**src/rtl/pxs_pkg.sv**
```systemverilog
package pxs_pkg;

    typedef enum logic [2:0] {
        ST_IDLE,
        ST_LEAD,
        ST_ACTIVE,
        ST_PAD,
        ST_DONE
    } pxs_state_t;

    typedef enum logic [1:0] {
        AT_NONE,
        AT_CELL,
        AT_PAIR
    } attr_mode_t;

endpackage

```
**src/rtl/pxs_timing.sv**
```systemverilog
module pxs_timing
    import pxs_pkg::*;
#(
    parameter int LINE_SLOTS = 640,
    parameter int LEAD       = 8,
    parameter int COL_W      = 7,
    parameter int IDX_W      = 6
) (
    input  logic             clk,
    input  logic             rst_n,
    input  logic             line_en,
    input  logic [1:0]       scale_sel,
    input  logic [1:0]       attr_sel,
    input  logic [2:0]       row_line,
    output pxs_state_t       state,
    output logic [COL_W-1:0] col,
    output logic [2:0]       bitp,
    output attr_mode_t       mode,
    output logic             fetch_row,
    output logic             load,
    output logic             bm_req,
    output logic             at_req,
    output logic [IDX_W-1:0] at_tgt
);

    localparam int SLOT_W = $clog2(LINE_SLOTS);
    localparam int COLS1  = (LINE_SLOTS - LEAD) / 8;
    localparam int COLS2  = (LINE_SLOTS - LEAD) / 16;
    localparam int COLS3  = (LINE_SLOTS - LEAD) / 24;

    pxs_state_t        nxt;
    logic [SLOT_W-1:0] slot;
    logic [4:0]        off;
    logic [4:0]        per_col;
    logic [1:0]        sub;
    logic [1:0]        scale_q;
    logic              line0_q;
    logic [COL_W-1:0]  ncols;
    logic [COL_W-1:0]  nc;
    logic              col_end, last_col, lead_end, slot_last, fetch_on;

    always_comb begin
        per_col = {scale_q, 3'b000};
        unique case (scale_q)
            2'd1:    ncols = COL_W'(COLS1);
            2'd2:    ncols = COL_W'(COLS2);
            default: ncols = COL_W'(COLS3);
        endcase
        col_end   = (off == per_col - 5'd1);
        last_col  = (col == ncols - COL_W'(1));
        lead_end  = (slot == SLOT_W'(LEAD - 1));
        slot_last = (slot == SLOT_W'(LINE_SLOTS - 1));
        nc        = col + COL_W'(1);
    end

    // next-state logic
    always_comb begin
        nxt = state;
        unique case (state)
            ST_IDLE:   if (line_en) nxt = ST_LEAD;
            ST_LEAD:   if (!line_en) nxt = ST_IDLE;
                       else if (lead_end) nxt = ST_ACTIVE;
            ST_ACTIVE: if (!line_en) nxt = ST_IDLE;
                       else if (col_end && last_col) nxt = slot_last ? ST_DONE : ST_PAD;
            ST_PAD:    if (!line_en) nxt = ST_IDLE;
                       else if (slot_last) nxt = ST_DONE;
            ST_DONE:   if (!line_en) nxt = ST_IDLE;
            default:   nxt = ST_IDLE;
        endcase
    end

    always_ff @(posedge clk or negedge rst_n) begin
        if (!rst_n) state <= ST_IDLE;
        else        state <= nxt;
    end

    // slot, column and pixel counters; line configuration capture
    always_ff @(posedge clk or negedge rst_n) begin
        if (!rst_n) begin
            slot    <= '0;
            off     <= '0;
            sub     <= '0;
            bitp    <= '0;
            col     <= '0;
            scale_q <= 2'd1;
            mode    <= AT_NONE;
            line0_q <= 1'b0;
        end else begin
            unique case (state)
                ST_IDLE: if (line_en) begin
                    slot    <= '0;
                    scale_q <= (scale_sel == 2'd0) ? 2'd1 : (scale_sel == 2'd1) ? 2'd2 : 2'd3;
                    mode    <= (scale_sel == 2'd0 || attr_sel == 2'd0) ? AT_NONE :
                               (attr_sel == 2'd1) ? AT_CELL : AT_PAIR;
                    line0_q <= (row_line == 3'd0);
                end
                ST_LEAD: begin
                    slot <= slot + SLOT_W'(1);
                    if (lead_end) begin
                        col  <= '0;
                        off  <= '0;
                        sub  <= '0;
                        bitp <= '0;
                    end
                end
                ST_ACTIVE: begin
                    slot <= slot + SLOT_W'(1);
                    if (col_end) begin
                        col  <= nc;
                        off  <= '0;
                        sub  <= '0;
                        bitp <= '0;
                    end else begin
                        off <= off + 5'd1;
                        if (sub == scale_q - 2'd1) begin
                            sub  <= '0;
                            bitp <= bitp + 3'd1;
                        end else begin
                            sub <= sub + 2'd1;
                        end
                    end
                end
                ST_PAD:  slot <= slot + SLOT_W'(1);
                default: ;
            endcase
        end
    end

    // fetch requests and column load strobe
    always_comb begin
        fetch_on  = (mode != AT_NONE) && line0_q;
        fetch_row = line0_q;
        load      = (state == ST_LEAD && lead_end) ||
                    (state == ST_ACTIVE && col_end && !last_col);
        bm_req    = (state == ST_LEAD && slot == SLOT_W'(LEAD - 4)) ||
                    (state == ST_ACTIVE && off == per_col - 5'd4 && !last_col);
        at_req    = fetch_on &&
                    ((state == ST_LEAD && slot == '0) ||
                     (state == ST_ACTIVE && off == per_col - 5'd8 && !last_col &&
                      (mode == AT_CELL || col[0])));
        if (state == ST_LEAD)      at_tgt = '0;
        else if (mode == AT_CELL)  at_tgt = IDX_W'(nc);
        else                       at_tgt = IDX_W'(nc >> 1);
    end

    p_hold_stable_r2: assert property (@(posedge clk) disable iff (!rst_n)
        (state == ST_ACTIVE && $past(state) == ST_ACTIVE && sub != 2'd0) |-> $stable(bitp));

    p_col_bound_r4: assert property (@(posedge clk) disable iff (!rst_n)
        (state == ST_ACTIVE) |-> (col < ncols));

    p_idle_quiet_r11: assert property (@(posedge clk) disable iff (!rst_n)
        !line_en |=> (state == ST_IDLE));

endmodule

```
**src/rtl/pxs_attr_buf.sv**
```systemverilog
module pxs_attr_buf #(
    parameter int DEPTH = 40,
    parameter int IDX_W = 6
) (
    input  logic             clk,
    input  logic             rst_n,
    input  logic             wr_en,
    input  logic [IDX_W-1:0] wr_idx,
    input  logic [7:0]       wr_data,
    input  logic [IDX_W-1:0] rd_idx,
    output logic [7:0]       rd_data
);

    logic [7:0] mem [DEPTH];

    always_ff @(posedge clk or negedge rst_n) begin
        if (!rst_n) begin
            for (int i = 0; i < DEPTH; i++) mem[i] <= '0;
        end else if (wr_en && int'(wr_idx) < DEPTH) begin
            mem[wr_idx] <= wr_data;
        end
    end

    assign rd_data = (int'(rd_idx) < DEPTH) ? mem[rd_idx] : 8'h00;

    p_wr_in_range_r9: assert property (@(posedge clk) disable iff (!rst_n)
        wr_en |-> (int'(wr_idx) < DEPTH));

endmodule

```
**src/rtl/pxs_color.sv**
```systemverilog
module pxs_color
    import pxs_pkg::*;
(
    input  logic       active,
    input  logic       pix_bit,
    input  attr_mode_t mode,
    input  logic       odd_col,
    input  logic [7:0] attr,
    output logic [3:0] pix
);

    always_comb begin
        pix = 4'd0;
        if (active) begin
            unique case (mode)
                AT_CELL: pix = pix_bit ? attr[7:4] : attr[3:0];
                AT_PAIR: pix = pix_bit ? (odd_col ? attr[3:0] : attr[7:4]) : 4'd0;
                default: pix = {3'b000, pix_bit};
            endcase
        end
    end

endmodule

```
**src/rtl/pixel_serializer.sv**
```systemverilog
module pixel_serializer
    import pxs_pkg::*;
#(
    parameter int LINE_SLOTS = 640,
    parameter int LEAD       = 8,
    parameter int BUF_DEPTH  = 40
) (
    input  logic       clk,
    input  logic       rst_n,
    input  logic       line_en,
    input  logic [1:0] scale_sel,
    input  logic [1:0] attr_sel,
    input  logic [2:0] row_line,
    input  logic       bm_stb,
    input  logic [7:0] bm_byte,
    input  logic       at_stb,
    input  logic [7:0] at_byte,
    output logic [3:0] pix_idx,
    output logic       bm_req,
    output logic       at_req
);

    localparam int COL_W = $clog2((LINE_SLOTS - LEAD) / 8 + 1);
    localparam int IDX_W = $clog2(BUF_DEPTH);

    pxs_state_t       state;
    attr_mode_t       mode;
    logic [COL_W-1:0] col;
    logic [2:0]       bitp;
    logic             fetch_row, load;
    logic [IDX_W-1:0] at_tgt, at_wr_idx, rd_idx;
    logic [7:0]       next_bm, cur_bm, attr;

    pxs_timing #(
        .LINE_SLOTS(LINE_SLOTS), .LEAD(LEAD), .COL_W(COL_W), .IDX_W(IDX_W)
    ) u_timing (
        .clk(clk), .rst_n(rst_n), .line_en(line_en),
        .scale_sel(scale_sel), .attr_sel(attr_sel), .row_line(row_line),
        .state(state), .col(col), .bitp(bitp), .mode(mode),
        .fetch_row(fetch_row), .load(load),
        .bm_req(bm_req), .at_req(at_req), .at_tgt(at_tgt)
    );

    always_ff @(posedge clk or negedge rst_n) begin
        if (!rst_n) begin
            next_bm   <= '0;
            cur_bm    <= '0;
            at_wr_idx <= '0;
        end else begin
            if (bm_stb) next_bm   <= bm_byte;
            if (load)   cur_bm    <= next_bm;
            if (at_req) at_wr_idx <= at_tgt;
        end
    end

    assign rd_idx = (mode == AT_CELL) ? IDX_W'(col) : IDX_W'(col >> 1);

    pxs_attr_buf #(.DEPTH(BUF_DEPTH), .IDX_W(IDX_W)) u_buf (
        .clk(clk), .rst_n(rst_n),
        .wr_en(at_stb && fetch_row), .wr_idx(at_wr_idx), .wr_data(at_byte),
        .rd_idx(rd_idx), .rd_data(attr)
    );

    pxs_color u_color (
        .active(state == ST_ACTIVE), .pix_bit(cur_bm[3'd7 - bitp]),
        .mode(mode), .odd_col(col[0]), .attr(attr), .pix(pix_idx)
    );

    p_lead_blank_r3: assert property (@(posedge clk) disable iff (!rst_n)
        (state == ST_LEAD) |-> (pix_idx == 4'd0));

    p_tail_blank_r4: assert property (@(posedge clk) disable iff (!rst_n)
        (state == ST_PAD || state == ST_DONE) |-> (pix_idx == 4'd0 && !bm_req && !at_req));

    p_plain_range_r1: assert property (@(posedge clk) disable iff (!rst_n)
        (mode == AT_NONE) |-> (pix_idx[3:1] == 3'd0));

    p_req_exclusive_r6: assert property (@(posedge clk) disable iff (!rst_n)
        !(bm_req && at_req));

endmodule

```
**config.mk**
```make
export PLATFORM = sky130hd
export DESIGN_NAME = pixel_serializer
export DESIGN_NICKNAME = d
export VERILOG_FILES = /design/src/rtl/pxs_pkg.sv /design/src/rtl/pxs_timing.sv /design/src/rtl/pxs_attr_buf.sv /design/src/rtl/pxs_color.sv /design/src/rtl/pixel_serializer.sv
export SDC_FILE = /design/constraint.sdc
export NUM_CORES = 1
export LEC_CHECK = 0
export BUFFER_PORTS_ARGS = -buffer_cell sky130_fd_sc_hd__buf_2
export CAP_MARGIN = 20
export CORE_ASPECT_RATIO = 2
export CORE_UTILIZATION = 50
export CTS_CLUSTER_SIZE = 30
export DETAILED_ROUTE_END_ITERATION = 8
export GPL_TIMING_DRIVEN = 0
export PLACE_DENSITY = 0.66
export SETUP_SLACK_MARGIN = 0.4
export SLEW_MARGIN = 5
export SYNTH_ARGS = -nofsm -noshare
export SYNTH_HDL_FRONTEND = slang
export SYNTH_SLANG_ARGS = --single-unit
```
**constraint.sdc**
```tcl
create_clock -name clk -period 3.5 [get_ports clk]
set_input_delay 0.175 -clock clk [delete_from_list [all_inputs] [get_ports clk]]
set_output_delay 0.175 -clock clk [all_outputs]
set_load 0.005 [all_outputs]
```
Word-level counts from Yosys, hierarchy flattened
Index checks and enable logic that the tools add are counted.

Flip-flop bits (word level): 377. Input port bits: 28. Output and inout bits: 6. Word-level logic and storage cells: 182.

Add/subtract/negate cells: 11. $lt $le $gt $ge: 6. Eq/ne operators: 26. Multiplexer cells: 48. Bitwise logic cells: 2. Reduce and logical (&&, ||, !) cells: 37.

Operators by type and width (count): $bwmux W320 (1); $bmux W8 S6 (1); $demux W8 S6 (1); $mux W3 (12); $mux W8 (4); $pmux W7 S2 (2); $eq A10 B3 Y1 const B (2); $pmux W10 S2 (1); $mux W6 (3); $logic_and A1 B1 Y1 (16); $mux W4 (4); $eq A5 B5 Y1 (3); $pmux W3 S5 (1); $ge A7 B7 Y1 const B (2); $mux W7 (2); $not A6 Y7 (2); $lt A6 B6 Y1 const B (2); $mux W2 (6); $add A10 B1 Y10 const B (1); $eq A10 B10 Y1 const B (1); $logic_not A10 Y1 (1); $mux W10 (1); $mux W5 (2); $pmux W5 S2 (1); other kinds (37) (58).

Logic depth before layout (Yosys ltp)
Gate-level depths: netlist of the first run.

Word-level depth: 11. Gate-level depth with buffers: 12. Mapped depth without buffers: 9.

By module
A second synthesis of the first run with hierarchy kept.

Cell total of the unflattened synthesis: 1260. Area total of the unflattened synthesis: 17987.3 µm².

Modules (own cells, without submodules): pxs_attr_buf (instances 1, cells each 936, area an instance 14706.6 µm², sequential area each 8007.7 µm²); pxs_timing (instances 1, cells each 234, area an instance 2119.5 µm², sequential area each 877.1 µm²); pixel_serializer (instances 1, cells each 60, area an instance 964.7 µm², sequential area each 550.5 µm²); pxs_color (instances 1, cells each 30, area an instance 196.4 µm², sequential area each 0.0 µm²).

Least setup slack after synthesis of the first run
No wires, ideal clock.

Path type: register -> output. Start: register u_timing.mode[1]. End: output port pix_idx[3]. Arrival time: 2.503 ns. Slack: 0.822 ns. Stages on the path, launching flop included: 11. Buffers on the path: 3. Path through: dfrtp_1 > inv_1 > ha_1 > mux2i_4 > buf_8 > buf_12 > buf_12 > mux4_2 > mux2_2 > a32oi_1 > nand3_1.

Word-level cells in the longest chain between the ends: 11. Elaborated cells on any way between the ends: 14. Classes of those cells: 1 x order compare; 2 x eq/ne; 10 x mux; 1 x bitwise.

RTL lines: start, declared (line pxs_timing.sv:18) `output attr_mode_t mode,`; start signal, assigned (line pxs_timing.sv:93) `mode <= (scale_sel == 2'd0 || attr_sel == 2'd0) ? AT_NONE :`; $eq A2 B1 Y1 (line pxs_color.sv:15, pixel_serializer.sv:56); $mux W6 (line pixel_serializer.sv:56) `assign rd_idx = (mode == AT_CELL) ? IDX_W'(col) : IDX_W'(col >> 1);`; $not A6 Y7 (not written as such) (line pxs_attr_buf.sv:24) `assign rd_data = (int'(rd_idx) < DEPTH) ? mem[rd_idx] : 8'h00;`; $bmux W8 S6 (line pxs_attr_buf.sv:24); $mux W8 (not written as such) (2 in series) (line pxs_attr_buf.sv:24); $mux W8 (line pxs_attr_buf.sv:24); $mux W4 (2 in series) (line pxs_color.sv:17) `AT_PAIR: pix = pix_bit ? (odd_col ? attr[3:0] : attr[7:4]) : 4'd0;`; $pmux W4 S2 * (line pxs_color.sv:15) `unique case (mode)`; $mux W4 * (line pxs_color.sv:14) `if (active) begin`; end, declared (line pixel_serializer.sv:18) `output logic [3:0] pix_idx,`.

Mark *: on every way between the ends. The rest lies on a longest branch, timed or not. The select of a mux whose other input is x is not followed.

Final worst setup path of the first run
Start: register u_timing.mode[1]. End: output port pix_idx[1].

The elaborated chain is that of the path after synthesis.

==> impl_metrics.csv, run 1 <==
group,metric,value,unit
synth,synth.area.mux_share,34.5,%
clock_network,path_clk_slew,0.06,ns
timing,setup_tns,-0.336,ns
global_route,grt_overflow,0,
synth,synth_top_area_cell,"dfrtp_1",
clock_network,numClockSinks,377,
critical_path,critical_path_buf_inv_count,6,
timing,setup_violations,4,
synth,synth_area_leaders,"dfrtp_1 (52%), mux2_2 (22%), mux4_2 (6.7%)",
clock_network,cts_made_buffers,37,
cells_and_area,areaGrowthSynthToFinish,15.4,%
timing,fmax,277,MHz
worst_hold_path,worstHoldPathType,"in2reg",
clock_network,clock_path_buffers,3,
synth,syn_avg_cell_area,13.9,um^2
place,place_area,19000,um^2
cells_and_area,antenna_cells,0,
critical_path,worst_setup_path_start_kind,"flip-flop",
pwr,p_per_area,500,nW/um^2
synth,synth_seq_area_share,52.0,%
global_route,grt_max_degree,115,
route,drt_iter0_markers,607,
timing,drv_slew,0,
route,vias_per_cell,5.96,
critical_path,arrival,3.44,ns
synth,syn_area,18200,um^2
synth,yosys_warnings,0,
floorplanning,rows,98,
place,place_hpwl,33200,um
route,wire_per_inst,24.8,um
synth,synth_compound_area_share,3.71,%
critical_path,crit_type,"reg2out",
timing,finalCriticalPeriod,3.61,ns
cells_and_area,final_nets,1454,
floorplanning,die_h,271,um
critical_path,end_kind,"output pin",
critical_path,slowest_delay,0.50,ns
synth,ys.flop_type,"dfrtp_1",
timing,period_share,103,%
route,drtPass1Iterations,5,
synth,yosys.cell_types.count,61,
synth,ys_seq_elements,377,
synth,syn-num-nets,1344,
global_route,antenna_found_initial,0,
route,drc,0,
global_route,grt_first_pass_wirelength,71900,um
cells_and_area,drive_above_1_share,40.2,%
synth,synthSimpleGateAreaFrac,5.42,%
critical_path,crit_family,"buffers and inverters",
outcome,violations,"negative setup slack",
synth,synth_top_area_share,51.8,%
timing,worst_slack,-0.111,ns
critical_path,cp_common_cell,"buf_12",
outcome,status,"finished with violations",
timing,fin_skew,0.0194,ns
flow_run,drv_cap,0,
route,via_count,11257,
timing,final_hold_viol_count,0,
route,wl,46800,um
critical_path,required,3.32,ns
clock_network,clock_latency,0.54,ns
pwr,vdd_ir_drop_max,0.000540,V
critical_path,critical_path.slowest_cell,"mux4_2",
clock_network,htree_levels,2,
floorplanning,ioPinCount,34,
pwr,leakagePower,10.5,nW
clock_network,cts_tree,"done",
timing,max_slew_margin,22.5,%
synth,async_reset_ff_share,100,%
cells_and_area,fillCellCount,2882,
synth,synth_xor_area_share,0.917,%
place,portBuffers,24,
critical_path,critPathMaxFanout,6,
floorplanning,core,35800,um^2
synth,synthCells,1304,
synth,synth_enable_flop_cells,0,
floorplanning,dieWidth,137,um
place,finalWeightedCongestion,0.869,
cells_and_area,fin_area,21000,um^2
clock_network,cts_root_buf,"clkbuf_16",
timing,rsz0062_at_grt,"yes",
cells_and_area,seqCellArea,9440,um^2
global_route,grt_pass1_vias,12075,
global_route,grt_util_all_layers,26.6,%
critical_path,cp_cell_sequence,"inv_2 > ha_4 > mux2i_4 > buf_12 > buf_12 > buf_12 > buf_4 > mux4_2 > a211oi_2 > a21oi_1 > a22oi_1 > nand3_1 > buf_2",
floorplanning,start_util,50.7,%
timing,worstMarginPinSlew,1.16,ns
synth,synth_top_family_by_area,"multiplexers",
synth,synth_fa_ha_area_share,0.827,%
cells_and_area,multi_input_area,8440,um^2
route,antenna_left,0,
floorplanning,dieArea,37100,um^2
## layer usage
layer | share of wire [%] | wire length [um] | global-route usage (%) | up-vias
met5 | 0 | 0 | 0 | -
met4 | 6.0 | 2790 | 14.8 | 0
met3 | 2.7 | 1270 | 2.80 | 127
met2 | 57 | 26500 | 50.3 | 242
met1 | 35 | 16300 | 28.0 | 5869
li1 | - | - | - | 5019
## registers in the layout, indices dropped and copies added, names as in the netlist
name and count:
u_timing.bitp 3, u_timing.state 3, u_timing.scale_q 2, u_timing.slot 10
next_bm 8, u_timing.mode 2, u_timing.sub 2, u_timing.fetch_row 1
u_timing.off 5, at_wr_idx 6, u_timing.col 7, u_buf.mem 320
cur_bm 8
## logic make-up after synthesis
group,count (synthesis)
mux,501
flops,377
simple gates,198
compound gates,101
buf+inv,96
xor+xnor,19
fa+ha+maj,12
## worst min-delay path, delay by kind of cell
kind            cells  cell delay, ns
simple gates        1            0.18
buf+inv             1            0.09
compound gates      1            0.07
## Yosys cell counts (8+ instances only)
library cell / number
o21ai_0: 24
inv_1: 19
o221ai_1: 8
nand2_1: 53
mux4_1: 8
a211oi_1: 12
dfrtp_1: 376
nand3_1: 21
nand3b_1: 8
nor2_1: 57
nor2b_1: 10
clkbuf_1: 50
a21oi_1: 20
mux2i_1: 90
mux2_2: 348
xor2_1: 15
ha_1: 12
buf_2: 11
nor3_1: 8
mux4_2: 54
## layout by cell type (no fill, tap or decap), drive strengths merged, types with 3 or more instances in the layout
cell type / Yosys / layout
dfrtp: 376 / 376
mux2: 348 / 348
clkbuf: 50 / 102
mux2i: 91 / 91
buf: 27 / 80
mux4: 62 / 62
nor2: 57 / 57
nand2: 53 / 53
o21ai: 26 / 26
nand3: 21 / 21
inv: 19 / 21
a21oi: 20 / 20
dlygate4sd3: 0 / 16
xor2: 15 / 15
ha: 12 / 12
a211oi: 12 / 12
nor2b: 10 / 10
nand3b: 8 / 8
nor3: 8 / 8
o221ai: 8 / 8
a22oi: 6 / 6
nand4: 6 / 6
nor3b: 6 / 6
and2: 5 / 5
and3: 5 / 5
clkinv: 0 / 5
a21o: 4 / 4
a2bb2oi: 4 / 4
or3b: 4 / 4
xnor2: 4 / 4
or3: 3 / 3
and3b: 3 / 3
a22o: 3 / 3
bufinv: 0 / 3
o22ai: 3 / 3
## timing repair
item	in CTS	in global routing
pin swaps	10	4
hold endpoints to repair	61	0
resized for setup	74	9
cloned	3	0
setup endpoints to repair	5	5
hold buffers	16	0
setup buffers	16	2
## report_power, final
| group | internal (mW) | leakage (nW) | switching [mW] |
|---|---|---|---|
| clock network | 2.37 | 0.597 | 1.69 |
| logic | 0.681 | 4.66 | 0.924 |
| registers | 4.61 | 5.20 | 0.198 |
| total | 7.66 | 10.5 | 2.81 |
## per-stage QoR
step | std cells | hold slack (ns) | total power [mW] | setup slack (ns) | util, %
after floorplan | 1304 | -0.121 | 5.85 | 0.822 | -
after global placement | 1778 | 0.365 | 6.32 | -4.98 | 52.6
after detailed placement | 1788 | 0.0983 | 6.38 | -0.632 | 53.0
after CTS | 1886 | 0.0141 | 10.5 | -0.0955 | 58.3
after global routing | 1888 | 0.0598 | 10.9 | -0.209 | 58.5
final | 1888 | 0.0333 | 10.5 | -0.111 | 58.5
## worst paths after layout
check / startpoint / to / slack [ns] / depth (start not counted)
setup / recovery: u_timing.mode[1] / pix_idx[1] / -0.11 / 13
hold / removal: attr_sel[0] / u_timing.mode[0] / 0.03 / 3
setup reg to reg: u_timing.scale_q[0] / u_timing.state[0] / 0.69 / 8
hold reg to reg: u_buf.mem[73] / u_buf.mem[73] / 0.50 / 1
max in group asynchronous: rst_n / u_buf.mem[44] / 1.55 / 5
min in group asynchronous: rst_n / u_buf.mem[298] / 0.14 / 2
## final cells by class
type / count / share of cell area, %
clock buffer: 52 / 5.13
inverter: 19 / 0.340
multi-input combinational: 831 / 40.3
timing repair buffer: 71 / 3.37
tap: 450 / 2.69
sequential: 377 / 45.0
buffer: 77 / 2.50
clock inverter: 11 / 0.669
(Power assumes the default switching activity.)
==> run 2, diff against run 1 <==
SYNTH_HIERARCHICAL = 1   (was not set)
==> run 2 against run 1 <==
The flow still finishes with violations (negative setup slack). Register-to-register slack lost 0.14 ns. Non-clock buffer count shrank 15. Critical path depth decreased by 1. Clock skew down 0.0027 ns. Sequential cell count is the same. Cell count down 3.3%. Clock power is 1% lower. Total power is 6.1% lower. Setup slack got worse by 0.23 ns. Die area down 0.92%. Critical path type unchanged. Critical endpoint unchanged.
==> impl_metrics.csv, run 2 <==
group,metric,value,unit
timing,period_share,110,%
synth,synth.most_common_cell,"dfrtp_1",
clock_network,clock_latency,0.54,ns
place,place_hpwl,33700,um
global_route,grt_util_all_layers,27.2,%
clock_network,numClockSinks,377,
synth,syn-num-nets,1298,
floorplanning,dieArea,36800,um^2
route,vias_per_cell,6.07,
critical_path,critical_path.slowest_cell,"clkbuf_1",
critical_path,end_kind,"output pin",
route,antenna_left,0,
cells_and_area,multi_input_area,8340,um^2
pwr,leakagePower,9.51,nW
cells_and_area,seqCellArea,9440,um^2
timing,setup_violations,4,
synth,syn_area,18000,um^2
critical_path,arrival,3.66,ns
clock_network,cts_tree,"done",
critical_path,required,3.32,ns
timing,worstMarginPinSlew,1.18,ns
critical_path,critPathMaxFanout,10,
cells_and_area,mostFrequentLayoutCells,"dfrtp_1 (373), mux2_2 (355), mux4_2 (72)",
cells_and_area,regMostFlops,"u_buf/mem",
critical_path,critical_path_buf_inv_count,4,
timing,finalCriticalPeriod,3.84,ns
place,portBuffers,24,
synth,ys_seq_elements,377,
floorplanning,ioPinCount,34,
cells_and_area,fin_util,58.5,%
global_route,antenna_found_initial,0,
outcome,violations,"negative setup slack",
timing,drv_slew,0,
critical_path,crit_family,"buffers and inverters",
clock_network,cts_made_buffers,35,
synth,syn_avg_cell_area,14.3,um^2
floorplanning,rows,97,
cells_and_area,largest_register_ffs,320,
clock_network,clock_path_buffers,3,
cells_and_area,final_common_cell,"dfrtp_1",
timing,fmax,261,MHz
flow_run,drv_cap,0,
cells_and_area,antenna_cells,0,
pwr,p_sw_share,24.5,%
route,wire_per_inst,25.7,um
route,wl,47000,um
pwr,p_int,7.43,mW
cells_and_area,final_nets,1396,
cells_and_area,areaGrowthSynthToFinish,14.5,%
synth,synth_common_cells,"dfrtp_1 (376), mux2_2 (356), mux4_2 (72), nand2_1 (56), nor2_1 (48)",
cells_and_area,reg.largest.list,"u_buf/mem x320, u_timing/slot x10",
route,drt_iter0_markers,562,
synth,async_reset_ff_share,100,%
critical_path,cp_cell_sequence,"nor2b_2 > buf_6 > buf_4 > mux2_2 > clkbuf_1 > nand2_2 > o22a_1 > o211ai_1 > mux2_4 > nand3_2 > a31oi_1 > buf_2",
synth,yosys_warnings,6,
global_route,grt_overflow,0,
timing,max_slew_margin,21.0,%
pwr,p_clk_share,40.7,%
global_route,grt_pass1_vias,12339,
pwr,p_per_area,477,nW/um^2
outcome,status,"finished with violations",
timing,fin_skew,0.0167,ns
timing,rsz0062_at_grt,"yes",
pwr,combPwrFrac,11.8,%
clock_network,path_clk_slew,0.06,ns
synth,synth_area_leaders,"dfrtp_1 (52%), mux2_2 (22%), mux4_2 (9.0%)",
floorplanning,start_util,51.1,%
synth,synth_top_area_cell,"dfrtp_1",
worst_hold_path,worstHoldPathType,"in2reg",
floorplanning,core,35200,um^2
timing,setup_tns,-1.19,ns
clock_network,cts_root_buf,"clkbuf_16",
pwr,vdd_ir_drop_max,0.000376,V
critical_path,worst_setup_path_start_kind,"flip-flop",
global_route,grt_max_degree,117,
synth,ys.flop_type,"dfrtp_1",
synth,synth_enable_flop_cells,0,
floorplanning,die_h,270,um
global_route,grt_first_pass_wirelength,73400,um
floorplanning,dieWidth,136,um
pwr,switchingPower,2.41,mW
critical_path,crit_type,"reg2out",
route,via_count,11083,
place,finalWeightedCongestion,0.916,
timing,worst_slack,-0.339,ns
synth,synthCells,1260,
route,drc,0,
critical_path,slowest_delay,0.56,ns
synth,yosys.cell_types.count,68,
synth,synth_top_area_share,52.3,%
pwr,power_frac_seq,47.5,%
synth,synth_seq_area_share,52.5,%
cells_and_area,drive_above_1_share,44.1,%
clock_network,htree_levels,2,
route,drtPass1Iterations,6,
cells_and_area,fillCellCount,2816,
timing,final_hold_viol_count,0,
critical_path,r2r_slack,0.55,ns
run 2: through the flow:
| step | setup WS [ns] | cells | cell area [um^2] | hold WS, ns | total power [mW] |
|---|---|---|---|---|---|
| after detailed placement | -0.529 | 1732 | 18800 | 0.180 | 5.80 |
| after CTS | -0.366 | 1821 | 20500 | 0.160 | 9.92 |
| final | -0.339 | 1825 | 20600 | 0.172 | 9.83 |
| after global placement | -5.00 | 1729 | 18700 | 0.362 | 5.75 |
| after floorplan | 0.456 | 1260 | 18000 | -0.121 | 5.40 |
| after global routing | -0.438 | 1825 | 20600 | 0.187 | 10.2 |
run 2: power groups by stage:
stage / combinational [mW] / clock (mW) / sequential, mW
final: 1.16 / 4.00 / 4.67
after global routing: 1.27 / 4.27 / 4.69
after CTS: 1.15 / 4.10 / 4.67
after detailed placement: 1.04 / 0 / 4.76
after global placement: 1.01 / 0 / 4.75
after floorplan: 0.688 / 0 / 4.71
run 2: worst reg2reg max path, cell delays in order (launching register included):
cell	delay, ns
dfstp_2	0.61
inv_1	0.08
ha_1	0.40
xnor2_1	0.33
nand4_1	0.33
o21ai_1	0.44
clkbuf_2	0.30
mux2_2	0.36
run 2: area by class of cell:
cell class,count,area share (%)
flip-flops and latches,377,45.8
multi-input cells,797,40.5
clock buffers,46,4.75
repair buffers,61,2.81
well taps,445,2.70
plain buffers,72,2.20
clock inverters,13,0.996
inverters,14,0.255
run 2: cells by family after synthesis:
| kind of cell | after synthesis | synth area share (%) |
|---|---|---|
| buf+inv | 86 | 2.18 |
| compound gates | 90 | 3.64 |
| simple gates | 210 | 6.11 |
| mux | 470 | 34.0 |
| xor+xnor | 17 | 0.870 |
| fa+ha+maj | 10 | 0.696 |
| flops | 377 | 52.5 |
run 2: timing repair:
action / in CTS / in global routing
buffers inserted: 11 / 2
hold endpoints to repair: 80 / 0
endpoints found under the setup margin: 12 / 12
pin swaps: 18 / 12
gates cloned: 2 / 0
gates resized for setup: 63 / 20
hold buffers: 17 / 0
run 2: routing by layer:
layer / track usage [%] / part of all wire [%] / vias up / wire [um]
met5: 0 / 0 / - / 0
met4: 14.8 / 5.9 / 0 / 2770
met2: 50.8 / 56 / 281 / 26500
li1: - / - / 4884 / -
met1: 28.7 / 34 / 5795 / 16200
met3: 3.27 / 3.3 / 123 / 1550
run 2: path summary, 6_finish.rpt:
path | startpoint | endpoint | depth (start not counted)
worst max-delay path | u_timing/mode[0] | pix_idx[1] | 12
worst min-delay path | bm_stb | next_bm[7] | 2
worst max register to register | u_timing/scale_q[0] | cur_bm[2] | 7
worst min register to register | u_buf/mem[281] | u_buf/mem[281] | 1
max in group asynchronous | rst_n | u_buf/mem[62] | 4
min in group asynchronous | rst_n | u_buf/mem[250] | 2
==> run 3, diff against run 2 <==
ABC_AREA = 1   (was not set)
CORE_UTILIZATION = 45   (was 50)
PLACE_DENSITY = not set   (was 0.66)
==> run 3 against run 2 <==
The flow now finishes without violations. Global-route usage is 6.6 points higher. Via count is 51% higher. Non-clock buffer count is 95 higher. Area after synthesis is 0.26% higher. Clock power is 5.3% higher. Die area is 11% higher. Sequential power is 4.7% higher. Synthesized cell count is 79% higher.
==> impl_metrics.csv, run 3 <==
group,metric,value,unit
timing,worst_slack,0.0318,ns
timing,fmax,288,MHz
global_route,antenna_found_initial,1,
timing,period_share,99.1,%
outcome,status,"finished clean",
cells_and_area,largest_register_ffs,320,
global_route,use_met1,34.7,%
critical_path,slowest_delay,0.45,ns
floorplanning,rows,103,
critical_path,arrival,3.29,ns
clock_network,numClockSinks,377,
cells_and_area,fillCellCount,3771,
place,portBuffers,32,
worst_hold_path,worstHoldPathType,"in2reg",
synth,synth_common_cells,"nand2_1 (791), o21ai_0 (384), dfrtp_1 (376), nand3_1 (240), clkbuf_1 (93)",
synth,synth_top_area_cell,"dfrtp_1",
critical_path,critPathMaxFanout,8,
pwr,leakagePower,9.88,nW
timing,fin_skew,0.0229,ns
critical_path,worst_setup_path_start_kind,"flip-flop",
synth,ys.flop_type,"dfrtp_1",
global_route,grt_pass1_vias,16985,
place,place_hpwl,46500,um
timing,max_slew_margin,26.6,%
global_route,busiest_layer,"met2",
route,antenna_left,0,
pwr,vdd_ir_drop_max,0.000402,V
cells_and_area,mostFrequentLayoutCells,"nand2_1 (767), o21ai_0 (381), dfrtp_1 (373)",
cells_and_area,seqCellArea,9440,um^2
global_route,grtUsageMet2,57.9,%
route,via_count,16742,
critical_path,cp_cell_sequence,"inv_4 > nand2_4 > nand2_2 > nand2_2 > buf_12 > clkinv_8 > buf_16 > clkbuf_16 > nand2_1 > nand2_1 > nand2_1 > nand3_1 > nand3_1 > nand3_1 > nand3_2 > nand2_2 > o21ai_1 > a21oi_2 > buf_2",
synth,synth_area_leaders,"dfrtp_1 (52%), nand2_1 (16%), o21ai_0 (11%)",
cells_and_area,final_nets,2421,
synth,synth_seq_area_share,52.3,%
cells_and_area,fin_util,55.3,%
place,place_ws,-0.514,ns
floorplanning,core,39400,um^2
synth,syn_avg_cell_area,7.99,um^2
timing,drv_slew,0,
floorplanning,die_h,285,um
timing,finalCriticalPeriod,3.47,ns
global_route,grt_overflow,0,
synth,ys_seq_elements,377,
global_route,grt_max_degree,119,
synth,yosys.cell_types.count,42,
clock_network,cts_tree,"done",
critical_path,end_kind,"output pin",
global_route,met3_usage,5.96,%
route,drtPass1Iterations,6,
global_route,grt_first_pass_wirelength,100000,um
synth,synth.most_common_cell,"nand2_1",
place,finalWeightedCongestion,0.955,
cells_and_area,final_common_cell,"nand2_1",
critical_path,required,3.32,ns
floorplanning,ioPinCount,34,
clock_network,cts_root_buf,"clkbuf_16",
synth,async_reset_ff_share,100,%
clock_network,clock_path_buffers,3,
route,drc,0,
floorplanning,dieArea,40900,um^2
cells_and_area,reg.largest.list,"u_buf/mem x320, u_timing/slot x10",
clock_network,htree_levels,2,
cells_and_area,drive_above_1_share,15.6,%
synth,syn-num-nets,2294,
global_route,grt_util_all_layers,33.8,%
cells_and_area,antenna_cells,0,
route,drt_iter0_markers,1621,
route,wl,66500,um
clock_network,cts_made_buffers,37,
timing,final_hold_viol_count,0,
cells_and_area,fin_area,21800,um^2
synth,syn_area,18000,um^2
timing,rsz0062_at_grt,"yes",
route,wire_per_inst,22.7,um
synth,synthCells,2256,
critical_path,crit_type,"reg2out",
critical_path,critical_path_buf_inv_count,6,
clock_network,clock_latency,0.56,ns
pwr,p_per_area,526,nW/um^2
cells_and_area,regMostFlops,"u_buf/mem",
floorplanning,start_util,45.7,%
cells_and_area,multi_input_area,8050,um^2
synth,yosys_warnings,6,
cells_and_area,areaGrowthSynthToFinish,20.9,%
timing,setup_violations,0,
route,vias_per_cell,5.70,
synth,synth_enable_flop_cells,0,
clock_network,path_clk_slew,0.07,ns
synth,synth_top_area_share,52.2,%
critical_path,crit_family,"simple AND/OR/NAND/NOR gates",
critical_path,critical_path.slowest_cell,"dfrtp_2",
place,place_area,19000,um^2
timing,worstMarginPinSlew,1.10,ns
floorplanning,dieWidth,144,um
flow_run,drv_cap,0,
==> run 3: cell count changes in the layout (fill, tap and decap cells not counted), moves of 15 or more <==
| cell | before | now |
|---|---|---|
| buf_2 | 25 | 55 |
| clkbuf_8 | 4 | 19 |
| inv_1 | 14 | 84 |
| mux2_2 | 355 | 14 |
| mux2i_1 | 26 | 0 |
| mux4_2 | 72 | 0 |
| nand2_1 | 55 | 767 |
| nand2_2 | 1 | 31 |
| nand3_1 | 17 | 190 |
| nand3_2 | 3 | 44 |
| o21ai_0 | 19 | 381 |
==> run 3: worst min-delay path, cell delays in order <==
cell     delay, ns
buf_2         0.08
o21ai_0       0.24
o21ai_0       0.16
==> run 3: power breakdown <==
group          leakage [nW]  total [mW]  internal [mW]  switching (mW)
registers              5.21        4.89           4.64           0.245
logic                  4.04        2.36          0.765            1.60
clock network         0.631        4.21           2.43            1.78
total                  9.88        11.5           7.84            3.62
==> run 3: final timing paths <==
| check | startpoint | to | slack [ns] | cells after the start |
|---|---|---|---|---|
| worst max-delay path | u_timing/mode[1] | pix_idx[1] | 0.03 | 19 |
| worst min-delay path | scale_sel[0] | u_timing/scale_q[1] | 0.15 | 3 |
| worst max register to register | u_timing/fetch_row | u_buf/mem[280] | 0.83 | 7 |
| worst min register to register | next_bm[3] | cur_bm[3] | 0.48 | 2 |
| max in group asynchronous | rst_n | u_buf/mem[114] | 1.80 | 4 |
| min in group asynchronous | rst_n | u_timing/slot[5] | 0.17 | 2 |
==> run 3: what timing repair did <==
item	in CTS	in global routing
resized for setup	262	21
hold endpoints to repair	83	0
buffers inserted	17	3
pin swaps	39	9
cloned	3	1
setup endpoints to repair	4	4
hold buffers	24	0
==> run 3: logic make-up after synthesis <==
group	count (synthesis)	synth area share, %
and+or+nand+nor	1148	26.9
AOI/OAI and AO/OA	458	13.2
DFF	377	52.3
buffers and inverters	242	5.68
muxes	14	0.874
adders and majority gates	10	0.694
xor gates and xnor gates	7	0.340
==> run 3: per-layer routing <==
metal  up-vias  wire length (um)
li1       7680                 -
met2       676             33300
met5         -                13
met4         2              6960
met3       300              3810
met1      8084             22400
==> run 3: per-stage QoR <==
stage	setup TNS, ns	cells	hold WS [ns]	power [mW]
2_1_floorplan	0	2256	-0.121	6.19
4_1_cts	0	2931	0.149	11.4
3_5_place_dp	-1.60	2820	0.187	6.97
3_3_place_gp	-1932.81	2813	0.368	6.91
6_report	0	2936	0.151	11.5
5_1_grt	-0.127	2936	0.156	11.9
==> run 3: layout make-up <==
type,instances,area share (%)
buffer,140,5.25
inverter,102,1.86
clock buffer,53,5.09
clock inverter,14,0.683
multi-input combinational,1637,36.9
tap,525,3.01
sequential,377,43.3
timing repair buffer,88,3.87
